==> src/rtl/rng_clamp_pkg.sv <==
package rng_clamp_pkg;

    localparam int COMP_W_DEF = 12;

    typedef enum logic [2:0] {
        CF_NONE  = 3'd0,
        CF_LIM8  = 3'd1,
        CF_LIM10 = 3'd2,
        CF_LIM12 = 3'd3,
        CF_PROG  = 3'd7
    } clamp_fmt_e;

    typedef struct packed {
        logic       en;
        logic [2:0] fmt;
    } clamp_cfg_t;

    // Lower limit of an n-bit limited range, placed on a cw-bit scale.
    function automatic logic [31:0] lim_lo(input int n, input int cw);
        return (32'd16 << (n - 8)) << (cw - n);
    endfunction

    // Upper limit of an n-bit limited range on a cw-bit scale, low bits filled.
    function automatic logic [31:0] lim_hi(input int n, input int cw);
        return ((32'd235 << (n - 8)) << (cw - n)) | ((32'd1 << (cw - n)) - 32'd1);
    endfunction

endpackage

==> src/rtl/clamp_bound_regs.sv <==
module clamp_bound_regs #(
    parameter int CW     = 12,
    parameter int NCH    = 3,
    parameter int CHW    = 2,
    parameter logic [CW-1:0] LO_DEF = 'h010,
    parameter logic [CW-1:0] HI_DEF = 'hFEF
) (
    input  logic                    clk,
    input  logic                    rst,
    input  logic                    wr,
    input  logic [CHW-1:0]          ch,
    input  logic [CW-1:0]           lo,
    input  logic [CW-1:0]           hi,
    output logic [NCH-1:0][CW-1:0]  lo_q,
    output logic [NCH-1:0][CW-1:0]  hi_q
);

    for (genvar c = 0; c < NCH; c++) begin : g_ch
        always_ff @(posedge clk) begin
            if (rst) begin
                lo_q[c] <= LO_DEF;
                hi_q[c] <= HI_DEF;
            end else if (wr && (ch == CHW'(c))) begin
                lo_q[c] <= lo;
                hi_q[c] <= hi;
            end
        end
    end

endmodule

==> src/rtl/clamp_limit_sel.sv <==
module clamp_limit_sel
    import rng_clamp_pkg::*;
#(
    parameter int CW  = 12,
    parameter int NCH = 3
) (
    input  clamp_cfg_t              cfg,
    input  logic [NCH-1:0][CW-1:0]  prog_lo,
    input  logic [NCH-1:0][CW-1:0]  prog_hi,
    output logic                    act,
    output logic [NCH-1:0][CW-1:0]  eff_lo,
    output logic [NCH-1:0][CW-1:0]  eff_hi
);

    localparam logic [31:0] L8_LO  = lim_lo(8, CW);
    localparam logic [31:0] L8_HI  = lim_hi(8, CW);
    localparam logic [31:0] L10_LO = lim_lo(10, CW);
    localparam logic [31:0] L10_HI = lim_hi(10, CW);
    localparam logic [31:0] L12_LO = lim_lo(12, CW);
    localparam logic [31:0] L12_HI = lim_hi(12, CW);

    always_comb begin
        act    = 1'b0;
        eff_lo = prog_lo;
        eff_hi = prog_hi;
        case (cfg.fmt)
            CF_LIM8: begin
                act = cfg.en;
                for (int c = 0; c < NCH; c++) begin
                    eff_lo[c] = L8_LO[CW-1:0];
                    eff_hi[c] = L8_HI[CW-1:0];
                end
            end
            CF_LIM10: begin
                act = cfg.en;
                for (int c = 0; c < NCH; c++) begin
                    eff_lo[c] = L10_LO[CW-1:0];
                    eff_hi[c] = L10_HI[CW-1:0];
                end
            end
            CF_LIM12: begin
                act = cfg.en;
                for (int c = 0; c < NCH; c++) begin
                    eff_lo[c] = L12_LO[CW-1:0];
                    eff_hi[c] = L12_HI[CW-1:0];
                end
            end
            CF_PROG: act = cfg.en;
            default: act = 1'b0;
        endcase
    end

endmodule

==> src/rtl/clamp_lane.sv <==
module clamp_lane #(
    parameter int CW = 12
) (
    input  logic          act,
    input  logic [CW-1:0] x,
    input  logic [CW-1:0] lo,
    input  logic [CW-1:0] hi,
    output logic [CW-1:0] y
);

    always_comb begin
        if (!act)        y = x;
        else if (x < lo) y = lo;
        else if (x > hi) y = hi;
        else             y = x;
    end

endmodule

==> src/rtl/pix_range_clamp.sv <==
module pix_range_clamp
    import rng_clamp_pkg::*;
#(
    parameter int CW = COMP_W_DEF,
    parameter logic [CW-1:0] LO_DEF = 'h010,
    parameter logic [CW-1:0] HI_DEF = 'hFEF
) (
    input  logic          clk,
    input  logic          rst,
    input  logic          cfg_wr,
    input  logic          cfg_en,
    input  logic [2:0]    cfg_fmt,
    input  logic          bnd_wr,
    input  logic [1:0]    bnd_ch,
    input  logic [CW-1:0] bnd_lo,
    input  logic [CW-1:0] bnd_hi,
    input  logic          in_valid,
    input  logic [CW-1:0] in_r,
    input  logic [CW-1:0] in_g,
    input  logic [CW-1:0] in_b,
    output logic          out_valid,
    output logic [CW-1:0] out_r,
    output logic [CW-1:0] out_g,
    output logic [CW-1:0] out_b
);

    localparam int NCH = 3;
    localparam int CHW = 2;

    clamp_cfg_t              cfg_q;
    logic [NCH-1:0][CW-1:0]  prog_lo, prog_hi, eff_lo, eff_hi;
    logic [NCH-1:0][CW-1:0]  pix_in, pix_cl, pix_q;
    logic                    act;
    logic                    vld_q;

    always_ff @(posedge clk) begin
        if (rst)         cfg_q <= '0;
        else if (cfg_wr) cfg_q <= '{en: cfg_en, fmt: cfg_fmt};
    end

    clamp_bound_regs #(
        .CW(CW), .NCH(NCH), .CHW(CHW), .LO_DEF(LO_DEF), .HI_DEF(HI_DEF)
    ) u_bounds (
        .clk(clk), .rst(rst), .wr(bnd_wr), .ch(bnd_ch),
        .lo(bnd_lo), .hi(bnd_hi), .lo_q(prog_lo), .hi_q(prog_hi)
    );

    clamp_limit_sel #(.CW(CW), .NCH(NCH)) u_sel (
        .cfg(cfg_q), .prog_lo(prog_lo), .prog_hi(prog_hi),
        .act(act), .eff_lo(eff_lo), .eff_hi(eff_hi)
    );

    assign pix_in = {in_b, in_g, in_r};

    for (genvar c = 0; c < NCH; c++) begin : g_lane
        clamp_lane #(.CW(CW)) u_lane (
            .act(act), .x(pix_in[c]), .lo(eff_lo[c]), .hi(eff_hi[c]), .y(pix_cl[c])
        );
    end

    always_ff @(posedge clk) begin
        if (rst) begin
            vld_q <= 1'b0;
            pix_q <= '0;
        end else begin
            vld_q <= in_valid;
            if (in_valid) pix_q <= pix_cl;
        end
    end

    assign out_valid = vld_q;
    assign out_r     = pix_q[0];
    assign out_g     = pix_q[1];
    assign out_b     = pix_q[2];

endmodule

==> config.mk <==
export PLATFORM = sky130hd
export DESIGN_NAME = pix_range_clamp
export DESIGN_NICKNAME = d
export VERILOG_FILES = /design/src/rtl/rng_clamp_pkg.sv /design/src/rtl/clamp_bound_regs.sv /design/src/rtl/clamp_limit_sel.sv /design/src/rtl/clamp_lane.sv /design/src/rtl/pix_range_clamp.sv
export SDC_FILE = /design/constraint.sdc
export NUM_CORES = 1
export LEC_CHECK = 0
export ABC_AREA = 1
export CORE_AREA = 2 2 127 129
export DETAILED_ROUTE_END_ITERATION = 8
export DIE_AREA = 0 0 129 131
export GPL_ROUTABILITY_DRIVEN = 0
export GPL_TIMING_DRIVEN = 1
export PLACE_DENSITY = 0.8
export SLEW_MARGIN = 5
export SYNTH_ARGS = -nofsm -noshare
export SYNTH_HDL_FRONTEND = slang
export SYNTH_HIERARCHICAL = 1
export SYNTH_SLANG_ARGS = --single-unit
==> constraint.sdc <==
create_clock -name clk -period 3 [get_ports clk]
set_input_delay 0.45 -clock clk [delete_from_list [all_inputs] [get_ports clk]]
set_output_delay 0.45 -clock clk [all_outputs]
set_load 0.01 [all_outputs]
==> results by group <==
Critical path
  – Reg2reg setup slack: between 0.2 and 0.25 ns
  – Depth of the most critical reg-to-reg path: 21
  – Critical path arrival: 3.14 ns
  – CP Class: reg -> reg
  – Startpoint class of the critical path: flop
  – Worst Path Max Fanout: 12
  – WP data required: 3.36 ns
  – Reg-to-Reg Start: cfg_q[2]$_SDFFE_PP0P_
  – R2r endpoint: out_b[9]$_SDFFE_PP0P_
  – Endpoint type of the worst setup path: flop

STA
  – Worst Max-Slew Pin Slew: approximately 0.92 ns
  – FMAX: ~360 MHz
  – Post-route setup slack: 0.225 ns
  – Post-route clock period utilization: 0.925
  – Relative slew slack: 0.386
  – Min Tclk post-route: ~2.8 ns
  – Final Max Tran Viols: 0
  – Clock Skews: 0.0120 ns
  – Setup-failing EPs final: 0
  – Hold Fails Final Rpt: 0
  – Setup TNS: 0 ns

Place
  – Placement Cell Area: 9750 sq um
  – Post-DP HPWL: 17.5 mm
  – Pre-CTS WS: a little under 0.08 ns
  – Port Buffer Count: 107

Layout
  – Diodes inserted: 0
  – Layout cell share with drive strength beyond 1: 0.0727
  – Layout area overhead: 20.3%
  – # nets final: 1682
  – Finished Cell Area: 10500 sq um

Route
  – DR DRC count: 0
  – DRT Pass-1 Iters: 5
  – DRT iter0 DRCs: 960
  – Routed WL per cell: 13.4 microns
  – Antenna Violating Nets Remaining: 0
  – Vias per cell: about 5.1
  – Vias: 8966
  – Final wirelength: 23.8 mm

Floorplanning
  – Ports: 108
  – CORE AREA: 15600 sq um
  – Initial core utilization: 0.557
  – Die width: ~130 microns
  – Num rows: 46
  – Chip height: 131 microns
  – DIE AREA: approximately 17000 sq um

Power
  – Power per cell area: 476 nW/um^2
  – Leakage: roughly 0.0060 uW
  – Total power: 4980 uW
  – VDD IR-drop max: 0.000445 V

Synth
  – Post-Syn Area per Cell: slightly below 6 sq um
  – Synth cell types: 26
  – Largest cells by area after synthesis: dfxtp_1 26%, nand2_1 19%, inv_1 11%
  – Post-synth top area share: 0.260
  – Synthesized area: 8690 sq um
  – Seq/Total Area, Yosys: 0.260
  – Warnings from Yosys: 6
  – Syn nets: 1595
  – Syn Inst Count: ~1500
  – Yosys top cell by area: dfxtp_1
  – FF+latch count, synth: around 110

Hold path
  – Hold Crit Depth: 2
  – Hold Crit Class: reg -> reg
  – Hold Path End: u_bounds/hi_q[5]$_SDFFE_PP1P_
  – Min-delay src: u_bounds/hi_q[5]$_SDFFE_PP1P_

CTS
  – CTS Buffer Depth: 2
  – Root Driver: clkbuf_16
  – CTS tree: built
  – Number of hold buffers added after cts: 0
  – Clock latency on the worst-skew pair: 0.43 ns
  – CTS clock-pin slew for the worst setup and hold paths: 0.05 ns
  – H-tree depth reported by CTS: 4
  – Cts bufs inserted: 17
  – Total clock sinks: 113

Global route
  – Vias in the first global route: 7731
  – Largest net degree at the start of global routing: 73
  – First-pass GRT wire length: 37.5 mm
  – Total GRT Usage: 0.280
  – Initial antenna violation count: 0
  – Grt total ovfl: 0

Status
  – Status: completed

Flow run
  – Max_cap viols: 0
## report_power, final
part	switching, uW	internal, uW
sequential	50.4	1600
clock	703	1390
combinational	737	507
total	1490	3490
## what timing repair did
item / 4_1_cts / 5_1_grt
endpoints found under the hold margin: 0 / 0
buffers inserted: 0 / 1
setup endpoints to repair: 0 / 32
resized for setup: 0 / 11
## state kept, by name, summed over array words and instances (netlist names)
name           flops
u_bounds/hi_q     36
u_bounds/lo_q     36
out_b             12
out_g             12
out_r             12
cfg_q              4
out_valid          1
## kinds of logic (layout without fill, tap and decap cells)
group,after synthesis,in the layout,synth area share
fa+ha+maj,69,69,0.0994
flops,113,113,0.260
simple gates,877,879,0.433
buf+inv,340,438,0.174
compound gates,56,56,0.0336
## worst max-delay path, stage by stage, from the launching register on
cell	delay [ns]
dfxtp_1	0.34
inv_2	0.09
nand2_4	0.14
inv_1	0.12
a21oi_1	0.29
inv_1	0.10
ha_1	0.32
nand2_1	0.07
inv_1	0.06
nand2_1	0.06
nand2_1	0.05
nand2_1	0.08
nand3_2	0.14
nand2_2	0.25
nand2_1	0.08
nand3_1	0.08
nand2_1	0.08
nand2_1	0.11
inv_1	0.06
nand2_1	0.05
nand2_1	0.06
nor2_1	0.09
## worst max-delay path by stage
stage | startpoint | end | slack [ns]
after global placement | cfg_q[2]$_SDFFE_PP0P_ | out_g[6]$_SDFFE_PP0P_ | 0.13
final | cfg_q[2]$_SDFFE_PP0P_ | out_b[9]$_SDFFE_PP0P_ | 0.22
after floorplan | cfg_q[2]$_SDFFE_PP0P_ | out_r[10]$_SDFFE_PP0P_ | 0.77
after CTS | cfg_q[2]$_SDFFE_PP0P_ | out_g[4]$_SDFFE_PP0P_ | 0.06
after detailed placement | cfg_q[2]$_SDFFE_PP0P_ | out_g[4]$_SDFFE_PP0P_ | 0.08
after global routing | cfg_q[2]$_SDFFE_PP0P_ | out_g[7]$_SDFFE_PP0P_ | -0.005
## area by class of cell
cell class                      count  area (sq um)
Tap cell                          216           270
Sequential cell                   113          2260
Multi-Input combinational cell   1004          4990
Inverter                          270          1010
Clock inverter                     10           131
Clock buffer                       22           484
Timing Repair Buffer              136          1300
Fill cell                        1409          5150
## Yosys cell counts
cell type / instances
or2_2: 1
dfxtp_1: 113
nand2_2: 16
nor2_1: 190
inv_1: 261
or2_1: 20
nand3_1: 171
ha_1: 69
inv_2: 9
nand2_4: 3
nand4_1: 18
a21o_2: 3
nand3_2: 5
o21ai_1: 7
nand2_1: 443
nor2_4: 4
a21oi_1: 46
clkbuf_8: 3
buf_2: 20
clkbuf_1: 9
buf_1: 6
buf_6: 14
dlygate4sd1_1: 3
nor2_2: 3
nand4_2: 3
buf_4: 15
## per-layer routing
metal  share of wire  vias up  GRT usage
met5               0        -          0
met4           0.023        0     0.0914
met3           0.079       38     0.0521
met2            0.46      342      0.453
met1            0.44     3999      0.379
li1                -     4587          -
## cells in the final DEF, fill, tap and decap left out, drive strengths merged
cell type	instances
a21o	3
a21oi	46
buf	30
bufinv	3
clkbuf	22
clkdlybuf4s50	106
clkinv	6
clkinvlp	1
dfxtp	113
ha	69
inv	270
nand2	464
nand3	176
nand4	21
nor2	197
o21ai	7
or2	21
## metrics by stage
step / utilization / hold slack (ns) / std cells
detailed placement: 0.625 / 0.436 / 1736
finish: 0.670 / 0.452 / 1771
global route: 0.670 / 0.466 / 1771
floorplan: - / 0.421 / 1455
CTS: 0.665 / 0.451 / 1768
global placement: 0.625 / 0.430 / 1736
Note: power is estimated with default switching activity, not from simulation.
